<file path="config.mk">
export PLATFORM = sky130hd
export DESIGN_NAME = qthr_top
export DESIGN_NICKNAME = d
export VERILOG_FILES = /design/src/rtl/qthr_pkg.sv /design/src/rtl/qthr_fifo.sv /design/src/rtl/qthr_cmp.sv /design/src/rtl/qthr_thr_reg.sv /design/src/rtl/qthr_top.sv
export SDC_FILE = /design/constraint.sdc
export NUM_CORES = 1
export LEC_CHECK = 0
export CORE_MARGIN = 1.5
export CORE_UTILIZATION = 60
export DETAILED_ROUTE_END_ITERATION = 6
export PLACE_DENSITY = 0.9
export SYNTH_ARGS = -nofsm -noshare
export SYNTH_HDL_FRONTEND = slang
export SYNTH_SLANG_ARGS = --single-unit
</file>
<file path="constraint.sdc">
create_clock -name clk_i -period 5.81 [get_ports clk_i]
set_clock_uncertainty 0.1 [all_clocks]
set_input_delay 1.162 -clock clk_i [delete_from_list [all_inputs] [get_ports clk_i]]
set_output_delay 1.162 -clock clk_i [all_outputs]
set_load 0.01 [all_outputs]
</file>
<file path="src/rtl/qthr_pkg.sv">
package qthr_pkg;
  localparam int unsigned AW = 3;
  localparam logic [AW-1:0] IDX_CMD  = 3'd0;
  localparam logic [AW-1:0] IDX_RESP = 3'd1;
  localparam logic [AW-1:0] IDX_IBI  = 3'd2;
  localparam logic [AW-1:0] IDX_THR  = 3'd3;
  localparam logic [AW-1:0] IDX_LVL  = 3'd4;
  localparam logic [AW-1:0] IDX_SIZE = 3'd5;

  typedef struct packed {
    logic [7:0] ibi_stat;
    logic [7:0] ibi_data;
    logic [7:0] resp;
    logic [7:0] cmd;
  } thr_t;

  localparam thr_t THR_RESET = '{8'd1, 8'd1, 8'd1, 8'd1};

  function automatic logic [7:0] eff_thr(input logic [7:0] raw);
    return (raw == 8'd0) ? 8'd1 : raw;
  endfunction
endpackage

</file>
<file path="src/rtl/qthr_fifo.sv">
module qthr_fifo #(
  parameter int DW    = 32,
  parameter int DEPTH = 8,
  localparam int PW   = (DEPTH > 1) ? $clog2(DEPTH) : 1,
  localparam int LW   = $clog2(DEPTH + 1)
) (
  input  logic          clk_i,
  input  logic          rst_ni,
  input  logic          push_i,
  input  logic [DW-1:0] wdata_i,
  input  logic          pop_i,
  output logic [DW-1:0] rdata_o,
  output logic [LW-1:0] level_o,
  output logic          full_o,
  output logic          empty_o
);
  logic [DW-1:0] mem_q [DEPTH];
  logic [PW-1:0] wptr_q, wptr_d, rptr_q, rptr_d;
  logic [LW-1:0] lvl_q, lvl_d;
  logic          do_push, do_pop;

  assign full_o  = (lvl_q == LW'(DEPTH));
  assign empty_o = (lvl_q == '0);
  assign do_push = push_i & ~full_o;
  assign do_pop  = pop_i & ~empty_o;
  assign rdata_o = mem_q[rptr_q];
  assign level_o = lvl_q;

  always_comb begin
    wptr_d = wptr_q;
    rptr_d = rptr_q;
    lvl_d  = lvl_q;
    if (do_push) wptr_d = (wptr_q == PW'(DEPTH - 1)) ? '0 : wptr_q + PW'(1);
    if (do_pop)  rptr_d = (rptr_q == PW'(DEPTH - 1)) ? '0 : rptr_q + PW'(1);
    case ({do_push, do_pop})
      2'b10:   lvl_d = lvl_q + LW'(1);
      2'b01:   lvl_d = lvl_q - LW'(1);
      default: lvl_d = lvl_q;
    endcase
  end

  always_ff @(posedge clk_i or negedge rst_ni) begin
    if (!rst_ni) begin
      wptr_q <= '0;
      rptr_q <= '0;
      lvl_q  <= '0;
    end else begin
      wptr_q <= wptr_d;
      rptr_q <= rptr_d;
      lvl_q  <= lvl_d;
    end
  end

  always_ff @(posedge clk_i) begin
    if (do_push) mem_q[wptr_q] <= wdata_i;
  end
endmodule

</file>
<file path="src/rtl/qthr_cmp.sv">
module qthr_cmp #(
  parameter int LW  = 4,
  localparam int CW = (LW > 8) ? LW : 8
) (
  input  logic [LW-1:0] count_i,
  input  logic [7:0]    thr_i,
  output logic          hit_o
);
  logic [CW-1:0] cnt_ext, thr_ext;
  assign cnt_ext = CW'(count_i);
  assign thr_ext = CW'(qthr_pkg::eff_thr(thr_i));
  assign hit_o   = (cnt_ext >= thr_ext);
endmodule

</file>
<file path="src/rtl/qthr_thr_reg.sv">
module qthr_thr_reg
  import qthr_pkg::*;
(
  input  logic        clk_i,
  input  logic        rst_ni,
  input  logic        we_i,
  input  logic [31:0] wdata_i,
  output thr_t        thr_o
);
  thr_t thr_q, thr_d;

  always_comb begin
    thr_d = thr_q;
    if (we_i) thr_d = thr_t'(wdata_i);
  end

  always_ff @(posedge clk_i or negedge rst_ni) begin
    if (!rst_ni) thr_q <= THR_RESET;
    else         thr_q <= thr_d;
  end

  assign thr_o = thr_q;
endmodule

</file>
<file path="src/rtl/qthr_top.sv">
module qthr_top
  import qthr_pkg::*;
#(
  parameter int CR_DEPTH  = 8,
  parameter int IBI_DEPTH = 16,
  localparam int CLW      = $clog2(CR_DEPTH + 1),
  localparam int ILW      = $clog2(IBI_DEPTH + 1)
) (
  input  logic        clk_i,
  input  logic        rst_ni,
  input  logic [2:0]  bus_addr_i,
  input  logic        bus_wr_i,
  input  logic        bus_rd_i,
  input  logic [31:0] bus_wdata_i,
  output logic [31:0] bus_rdata_o,
  input  logic        cmd_pop_i,
  output logic [31:0] cmd_data_o,
  output logic        cmd_avail_o,
  input  logic        resp_push_i,
  input  logic [31:0] resp_data_i,
  output logic        resp_full_o,
  input  logic        ibi_push_i,
  input  logic [31:0] ibi_data_i,
  output logic        ibi_full_o,
  output logic        cmd_ready_o,
  output logic        resp_ready_o,
  output logic        ibi_thld_o,
  output logic        err_cmd_ovf_o,
  output logic        err_resp_udf_o,
  output logic        err_ibi_udf_o
);
  logic           wr_cmd, wr_thr, rd_resp, rd_ibi;
  logic           cmd_full, cmd_empty, resp_empty, ibi_empty;
  logic [CLW-1:0] cmd_lvl, resp_lvl, cmd_free;
  logic [ILW-1:0] ibi_lvl;
  logic [31:0]    resp_head, ibi_head, lvl_word, size_word, rd_mux;
  logic [31:0]    rdata_q, rdata_d;
  logic           ovf_q, ovf_d, rudf_q, rudf_d, iudf_q, iudf_d;
  thr_t           thr;

  assign wr_cmd  = bus_wr_i & (bus_addr_i == IDX_CMD);
  assign wr_thr  = bus_wr_i & (bus_addr_i == IDX_THR);
  assign rd_resp = bus_rd_i & (bus_addr_i == IDX_RESP);
  assign rd_ibi  = bus_rd_i & (bus_addr_i == IDX_IBI);

  qthr_thr_reg u_thr (
    .clk_i, .rst_ni, .we_i(wr_thr), .wdata_i(bus_wdata_i), .thr_o(thr)
  );

  qthr_fifo #(.DW(32), .DEPTH(CR_DEPTH)) u_cmd_q (
    .clk_i, .rst_ni, .push_i(wr_cmd), .wdata_i(bus_wdata_i), .pop_i(cmd_pop_i),
    .rdata_o(cmd_data_o), .level_o(cmd_lvl), .full_o(cmd_full), .empty_o(cmd_empty)
  );

  qthr_fifo #(.DW(32), .DEPTH(CR_DEPTH)) u_resp_q (
    .clk_i, .rst_ni, .push_i(resp_push_i), .wdata_i(resp_data_i), .pop_i(rd_resp),
    .rdata_o(resp_head), .level_o(resp_lvl), .full_o(resp_full_o), .empty_o(resp_empty)
  );

  qthr_fifo #(.DW(32), .DEPTH(IBI_DEPTH)) u_ibi_q (
    .clk_i, .rst_ni, .push_i(ibi_push_i), .wdata_i(ibi_data_i), .pop_i(rd_ibi),
    .rdata_o(ibi_head), .level_o(ibi_lvl), .full_o(ibi_full_o), .empty_o(ibi_empty)
  );

  assign cmd_avail_o = ~cmd_empty;
  assign cmd_free    = CLW'(CR_DEPTH) - cmd_lvl;

  qthr_cmp #(.LW(CLW)) u_cmp_cmd  (.count_i(cmd_free), .thr_i(thr.cmd),      .hit_o(cmd_ready_o));
  qthr_cmp #(.LW(CLW)) u_cmp_resp (.count_i(resp_lvl), .thr_i(thr.resp),     .hit_o(resp_ready_o));
  qthr_cmp #(.LW(ILW)) u_cmp_ibi  (.count_i(ibi_lvl),  .thr_i(thr.ibi_stat), .hit_o(ibi_thld_o));

  assign lvl_word  = {3'b000, 9'(ibi_lvl), 1'b0, 9'(resp_lvl), 1'b0, 9'(cmd_free)};
  assign size_word = {16'h0000, 8'(IBI_DEPTH), 8'(CR_DEPTH)};

  always_comb begin
    case (bus_addr_i)
      IDX_RESP: rd_mux = resp_empty ? 32'h0 : resp_head;
      IDX_IBI:  rd_mux = ibi_empty  ? 32'h0 : ibi_head;
      IDX_THR:  rd_mux = 32'(thr);
      IDX_LVL:  rd_mux = lvl_word;
      IDX_SIZE: rd_mux = size_word;
      default:  rd_mux = 32'h0;
    endcase
  end

  always_comb begin
    rdata_d = rdata_q;
    if (bus_rd_i) rdata_d = rd_mux;
    ovf_d  = wr_cmd & cmd_full;
    rudf_d = rd_resp & resp_empty;
    iudf_d = rd_ibi & ibi_empty;
  end

  always_ff @(posedge clk_i or negedge rst_ni) begin
    if (!rst_ni) begin
      rdata_q <= '0;
      ovf_q   <= 1'b0;
      rudf_q  <= 1'b0;
      iudf_q  <= 1'b0;
    end else begin
      rdata_q <= rdata_d;
      ovf_q   <= ovf_d;
      rudf_q  <= rudf_d;
      iudf_q  <= iudf_d;
    end
  end

  assign bus_rdata_o    = rdata_q;
  assign err_cmd_ovf_o  = ovf_q;
  assign err_resp_udf_o = rudf_q;
  assign err_ibi_udf_o  = iudf_q;
endmodule

</file>
==> flow_summary.yaml, run 1 <==
logic_synthesis:
  ys_seq_area_frac: 0.757
  synth_seq_cells: 1124
  synth_cell_type_count: 46
  synth-edff-count: 1024
  synth-async-reset-ratio: 0.0890
  syn_inst: 2077
  syn_area_per_cell_um2: 21.2
  synth_ff_type: "edfxtp_1"
  synthesis.nets: 2223
  yosys_warnings: 0
  yosysTopAreaCellShare: 0.700
  yosys-top-cells-area: "edfxtp_1 (70%), mux4_2 (13%), dfrtp_1 (5.5%)"
  syn_area_um2: 44000
  post-synth-top-area-cell: "edfxtp_1"
outcome:
  violations: "design-rule violations"
  status: "finished, violations left"
placement:
  dp_hpwl_um: 65600
  gp_congestion: 0.868
  portBuffers: 178
  place_inst: 3165
  place_area_um2: 47100
sta:
  slew_headroom: 0.0515
  final_hold_viol_count: 0
  setup-tns-final_ns: 0
  worst_pin_slew_ns: 1.41
  rsz0062_at_grt: "no"
  drv_slew: 0
  min_period_ns: 5.34
  fin_crit_sh: 0.919
  setup_viol: 0
  fmax_mhz: 187
die:
  rows: 99
  fp.dieW_um: 274
  initial_core_util: 0.605
  dieArea_um2: 74900
  die_h_um: 274
  num_io_pins: 179
  core_area_um2: 72700
final_layout:
  final_cells: 3374
  nets: 2458
  finalInstanceArea_um2: 50800
  synthToLayoutAreaGrowth_pct: 15.5
  drive_above_1_share: 0.273
  utilization: 0.699
clocking:
  cts_num_sinks: 1124
  cts_tree: "done"
  clock_latency_ns: 0.68
  clk_pin_slew_ns: 0.07
  cts_buffers: 104
  clk_path_buf_depth: 3
  hold_buffers: 0
  cts_setup_buffers: 0
  ctsResizeCount: 0
  cts_root_buffer: "clkbuf_16"
  htreeDepth: 3
setup_path:
  critPathKind: "flop to primary output"
  cp_data_required_time_ns: 4.55
  critical_path_arrival_ns: 4.08
  r2r-end: "u_ibi_q.level_o[4]"
  r2r-start: "u_ibi_q.level_o[2]"
  reg2regPathDepth: 12
  reg2reg_setup_slack_ns: 1.88
  cp-start-kind: "flop"
  path_max_fanout: 3
  end_kind: "primary output"
run:
  maxCapViolations: 0
worst_hold_path:
  hp-start: "u_cmd_q.level_o[3]"
  worstHoldPathType: "flop to flop"
  hold_depth: 1
  holdPathEnd: "u_cmd_q.level_o[3]"
global_routing:
  antenna_found_initial: 13
  use_met3: 0.0768
  met2_usage: 0.512
  gr-usage-met1: 0.408
  grt_pass1_vias: 24177
  grt_pass1_wl_um: 171000
  grt_max_degree: 67
  overflow: 0
  grt.busiest_layer: "met2"
  grt_usage: 0.322
route:
  drc: 1
  vias_per_cell: 7.07
  wl_per_cell_um: 35.3
  drt-initial-drc-count: 3856
  finalWirelength_um: 119000
  routed-via-count: 23846
  antenna_left: 0
  drtPass1Iterations: 7
power_and_ir_drop:
  p_leak_nw: 16.5
  ir_drop_mv: 0.356
  powerDensity_nw_per_um2: 478
-- cell usage after synthesis, types with 3 or more instances --
master	n
a31oi_1	31
edfxtp_1	1024
mux4_2	256
buf_2	26
nand3_1	4
buf_1	6
dfstp_2	4
nor4_1	4
a21oi_1	21
nor2b_1	35
nor3_1	18
nor3b_1	3
o21ai_0	21
a22oi_1	33
mux2_2	135
buf_6	5
nand2_1	69
xor2_1	8
a21o_1	11
buf_4	5
a41o_1	3
a221oi_2	8
fa_1	3
xnor2_1	8
a221oi_1	13
clkbuf_1	58
inv_1	32
a221o_1	9
nor2_1	61
ha_1	37
dfrtp_1	96
nand2b_1	12
-- critical path, stage by stage, from the launching register on --
cell             delay, ns
dfrtp_1               0.42
nor4_1                1.18
a41o_1                0.32
ha_1                  0.24
nand2b_1              0.16
a21o_1                0.18
a21o_1                0.17
a21oi_1               0.16
nor2b_1               0.08
clkdlybuf4s50_1       0.48
-- layout by cell type (no fill, tap or decap), types with 11 or more instances in the layout --
cell type,netlist,layout
edfxtp_1,1024,1024
mux4_2,256,256
clkdlybuf4s50_1,0,177
mux2_2,135,135
clkbuf_16,0,104
dfrtp_1,96,89
nand2_1,69,69
buf_4,5,51
nor2_1,61,37
ha_1,37,37
nor2b_1,35,35
a22oi_1,33,33
inv_1,32,32
a31oi_1,31,31
clkbuf_1,58,27
a21oi_1,21,21
o21ai_0,21,21
nor2_4,0,19
bufinv_16,0,18
clkinv_2,0,14
a221oi_1,13,13
diode_2,0,12
nand2b_1,12,12
clkinv_1,0,12
a21o_1,11,11
-- sequential cells by signal, indices dropped and copies added (netlist names) --
signal and count:
u_resp_q.rptr_q 3, bus_rdata_o 32, err_resp_udf_o 1, u_cmd_q.rptr_q 3, u_resp_q.wptr_q 3, u_ibi_q.wptr_q 4
err_ibi_udf_o 1, u_thr.thr_o 32, err_cmd_ovf_o 1, u_cmd_q.level_o 4, u_resp_q.level_o 4, u_cmd_q.mem_q 256
u_ibi_q.mem_q 512, u_ibi_q.rptr_q 4, u_ibi_q.level_o 5, u_cmd_q.wptr_q 3, u_resp_q.mem_q 256
-- per-layer routing --
layer | vias up | share of wire
met1 | 12116 | 0.32
met4 | 16 | 0.066
li1 | 9067 | -
met2 | 2185 | 0.49
met3 | 462 | 0.12
met5 | - | 0.00087
-- power by group --
group	internal, W	switching, W
Combinational	0.00304	0.00325
Clock	0.00423	0.00310
Sequential	0.00968	0.000974
Total	0.0170	0.00732
-- kinds of logic after synthesis --
kind of cell	after synthesis	share of synthesized area
AO/OA/AOI/OAI	157	0.0261
adder cells (fa/ha/maj)	40	0.0119
flip-flops	1124	0.757
multiplexers	391	0.166
AND/OR/NAND/NOR	216	0.0231
XOR/XNOR	16	0.00319
buffers and inverters	133	0.0134
-- worst max-delay path by stage --
stage	startpoint	endpoint	slack [ns]	depth (start not counted)
after global routing	u_thr.thr_o[5]	cmd_ready_o	0.54	9
after detailed placement	bus_addr_i[1]	u_ibi_q.level_o[4]	1.25	11
after CTS	u_thr.thr_o[5]	cmd_ready_o	0.81	9
after floorplan	resp_push_i	u_resp_q.mem_q[0][0]	0.80	2
after global placement	bus_addr_i[1]	u_ibi_q.level_o[4]	1.41	11
final	u_thr.thr_o[5]	cmd_ready_o	0.47	9
-- layout make-up --
cell class,count,area [µm²]
diodes,12,30.0
clock buffers,138,2800
clock inverters,59,848
fillers,3743,21900
inverters,32,120
multi-input cells,820,10300
flip-flops and latches,1124,33300
well taps,959,1200
repair buffers,230,2190
-- through the flow --
step / hold WS, ns / setup WS, ns / total power, W
after CTS: 0.434 / 0.814 / 0.0241
after global routing: 0.454 / 0.540 / 0.0248
after detailed placement: 0.423 / 1.25 / 0.0167
final: 0.439 / 0.469 / 0.0243
after floorplan: 0.378 / 0.796 / 0.0143
after global placement: 0.404 / 1.41 / 0.0163
Note: power is estimated with default switching activity, not from simulation.
==> run 2, diff against run 1 <==
--- a/config.mk
+++ b/config.mk
@@ -8,6 +8,7 @@
 export CORE_MARGIN = 1.5
 export CORE_UTILIZATION = 60
 export DETAILED_ROUTE_END_ITERATION = 6
+export MAX_ROUTING_LAYER = met4
 export PLACE_DENSITY = 0.9
 export SYNTH_ARGS = -nofsm -noshare
 export SYNTH_HDL_FRONTEND = slang
==> run 2 against run 1 <==
Against the previous run: the run now ends clean; first-iteration DRC count grew 4.5%; via count fell by 1.2%; critical path depth unchanged; sequential cell count is the same; register-to-register slack barely moved; worst setup slack improved by 0.23 ns; highest routed layer is now met4.
==> flow_summary.yaml, run 2 (synthesis results as in run 1) <==
route:
  drtPass1Iterations: 6
  finalWirelength_um: 116000
  vias_per_cell: 7.00
  routed-via-count: 23550
  wl_per_cell_um: 34.4
  antenna_left: 0
  drc: 0
  drt-initial-drc-count: 4031
global_routing:
  grt_pass1_wl_um: 166000
  overflow: 0
  grt_max_degree: 89
  grt_pass1_vias: 23747
  grt_usage: 0.323
  antenna_found_initial: 7
die:
  dieArea_um2: 74900
  fp.dieW_um: 274
  die_h_um: 274
  initial_core_util: 0.605
  core_area_um2: 72700
  num_io_pins: 179
  rows: 99
setup_path:
  critical_path_arrival_ns: 3.84
  cp_common_cell: "a21o_1"
  slowest_delay_ns: 0.94
  cp-start-kind: "flop"
  critPathKind: "flop to primary output"
  path_max_fanout: 3
  end_kind: "primary output"
  critPathSlowestCell: "nor4_1"
  reg2regPathDepth: 12
  crit_chain: "nor4_1, a41o_1, ha_1, nand2b_1, a21o_1, a21o_1, a21oi_1, nor2b_1, clkdlybuf4s50_1"
  cp_data_required_time_ns: 4.55
clocking:
  cts_tree: "done"
  htreeDepth: 3
  ctsResizeCount: 0
  clock_latency_ns: 0.70
  cts_setup_buffers: 0
  cts_num_sinks: 1124
  cts_buffers: 103
  clk_pin_slew_ns: 0.06
  hold_buffers: 0
  clk_path_buf_depth: 3
  cts_root_buffer: "clkbuf_16"
sta:
  setup-tns-final_ns: 0
  slew_headroom: 0.180
  fmax_mhz: 196
  min_period_ns: 5.11
  setup_viol: 0
  drv_slew: 0
  fin_crit_sh: 0.879
  worst_pin_slew_ns: 1.23
  final_hold_viol_count: 0
  fin_ws_ns: 0.704
  rsz0062_at_grt: "no"
placement:
  portBuffers: 178
  gp_congestion: 0.909
  dp_hpwl_um: 64800
  place_inst: 3162
  place_area_um2: 47100
  dpl_worst_slack_ns: 1.32
final_layout:
  num-fill-cells: 3784
  nets: 2455
  seqCellArea_um2: 33300
  synthToLayoutAreaGrowth_pct: 15.0
  drive_above_1_share: 0.268
  largest_reg_flops: 512
  mostFrequentLayoutCell: "edfxtp_1"
  top_register: "u_ibi_q.mem_q"
  final_cells: 3365
  finalInstanceArea_um2: 50600
  multi_input_comb_area_um2: 10300
  layout_common_cells: "edfxtp_1 (1024), mux4_2 (256), clkdlybuf4s50_1 (177), mux2_2 (135), clkbuf_16 (103)"
  utilization: 0.695
  top_regs: "u_ibi_q.mem_q x512, u_cmd_q.mem_q x256, u_resp_q.mem_q x256"
power_and_ir_drop:
  powerDensity_nw_per_um2: 468
  p_leak_nw: 16.3
  ir_drop_mv: 0.398
run:
  maxCapViolations: 0
outcome:
  status: "completed"
worst_hold_path:
  worstHoldPathType: "input port to asynchronous set/reset pin"
run 2: changes by cell type in the layout (fill, tap and decap cells not counted), sizes merged:
cell,delta
clkbuf,+4
clkinv,+3
inv,-6
diode,-3
buf,-2
bufinv,-9
clkinvlp,+4
run 2: layer usage:
metal,track usage,up-vias,part of all wire
met5,-,-,0
met4,0.169,0,0.064
met3,0.0682,415,0.11
met2,0.501,2161,0.49
met1,0.406,11937,0.33
li1,-,9037,-
run 2: layout make-up:
type	count	area share
tap	959	0.0237
timing repair buffer	228	0.0438
clock buffer	142	0.0551
clock inverter	51	0.0123
inverter	32	0.00238
multi-input combinational	820	0.204
antenna	9	0.000445
sequential	1124	0.658
run 2: where the power goes:
part | total (W) | internal, W | switching [W] | leakage (nW)
registers | 0.0106 | 0.00968 | 0.000942 | 10.5
clock network | 0.00684 | 0.00379 | 0.00305 | 1.63
logic | 0.00621 | 0.00304 | 0.00317 | 4.19
run 2: worst max-delay path: cells and delay by family (launching register included):
kind,cells,cell delay [ns]
compound gates,4,0.79
buf+inv,1,0.48
fa+ha+maj,1,0.24
simple gates,3,1.21
flops,1,0.41
run 2: final timing paths:
path                               startpoint                  to  slack, ns
setup / recovery               u_thr.thr_o[4]         cmd_ready_o       0.70
hold / removal                         rst_ni      u_thr.thr_o[9]       0.40
setup reg to reg           u_ibi_q.level_o[2]  u_ibi_q.level_o[4]       1.89
hold reg to reg            u_cmd_q.level_o[3]  u_cmd_q.level_o[3]       0.46
max in group asynchronous              rst_ni  u_resp_q.rptr_q[0]       3.85
min in group clk_i         u_cmd_q.level_o[3]  u_cmd_q.level_o[3]       0.46
run 2: through the flow:
step           total power (W)  hold slack [ns]
6_report                0.0237            0.398
4_1_cts                 0.0236            0.408
2_1_floorplan           0.0143            0.378
3_5_place_dp            0.0167            0.424
3_3_place_gp            0.0163            0.404
5_1_grt                 0.0242            0.432
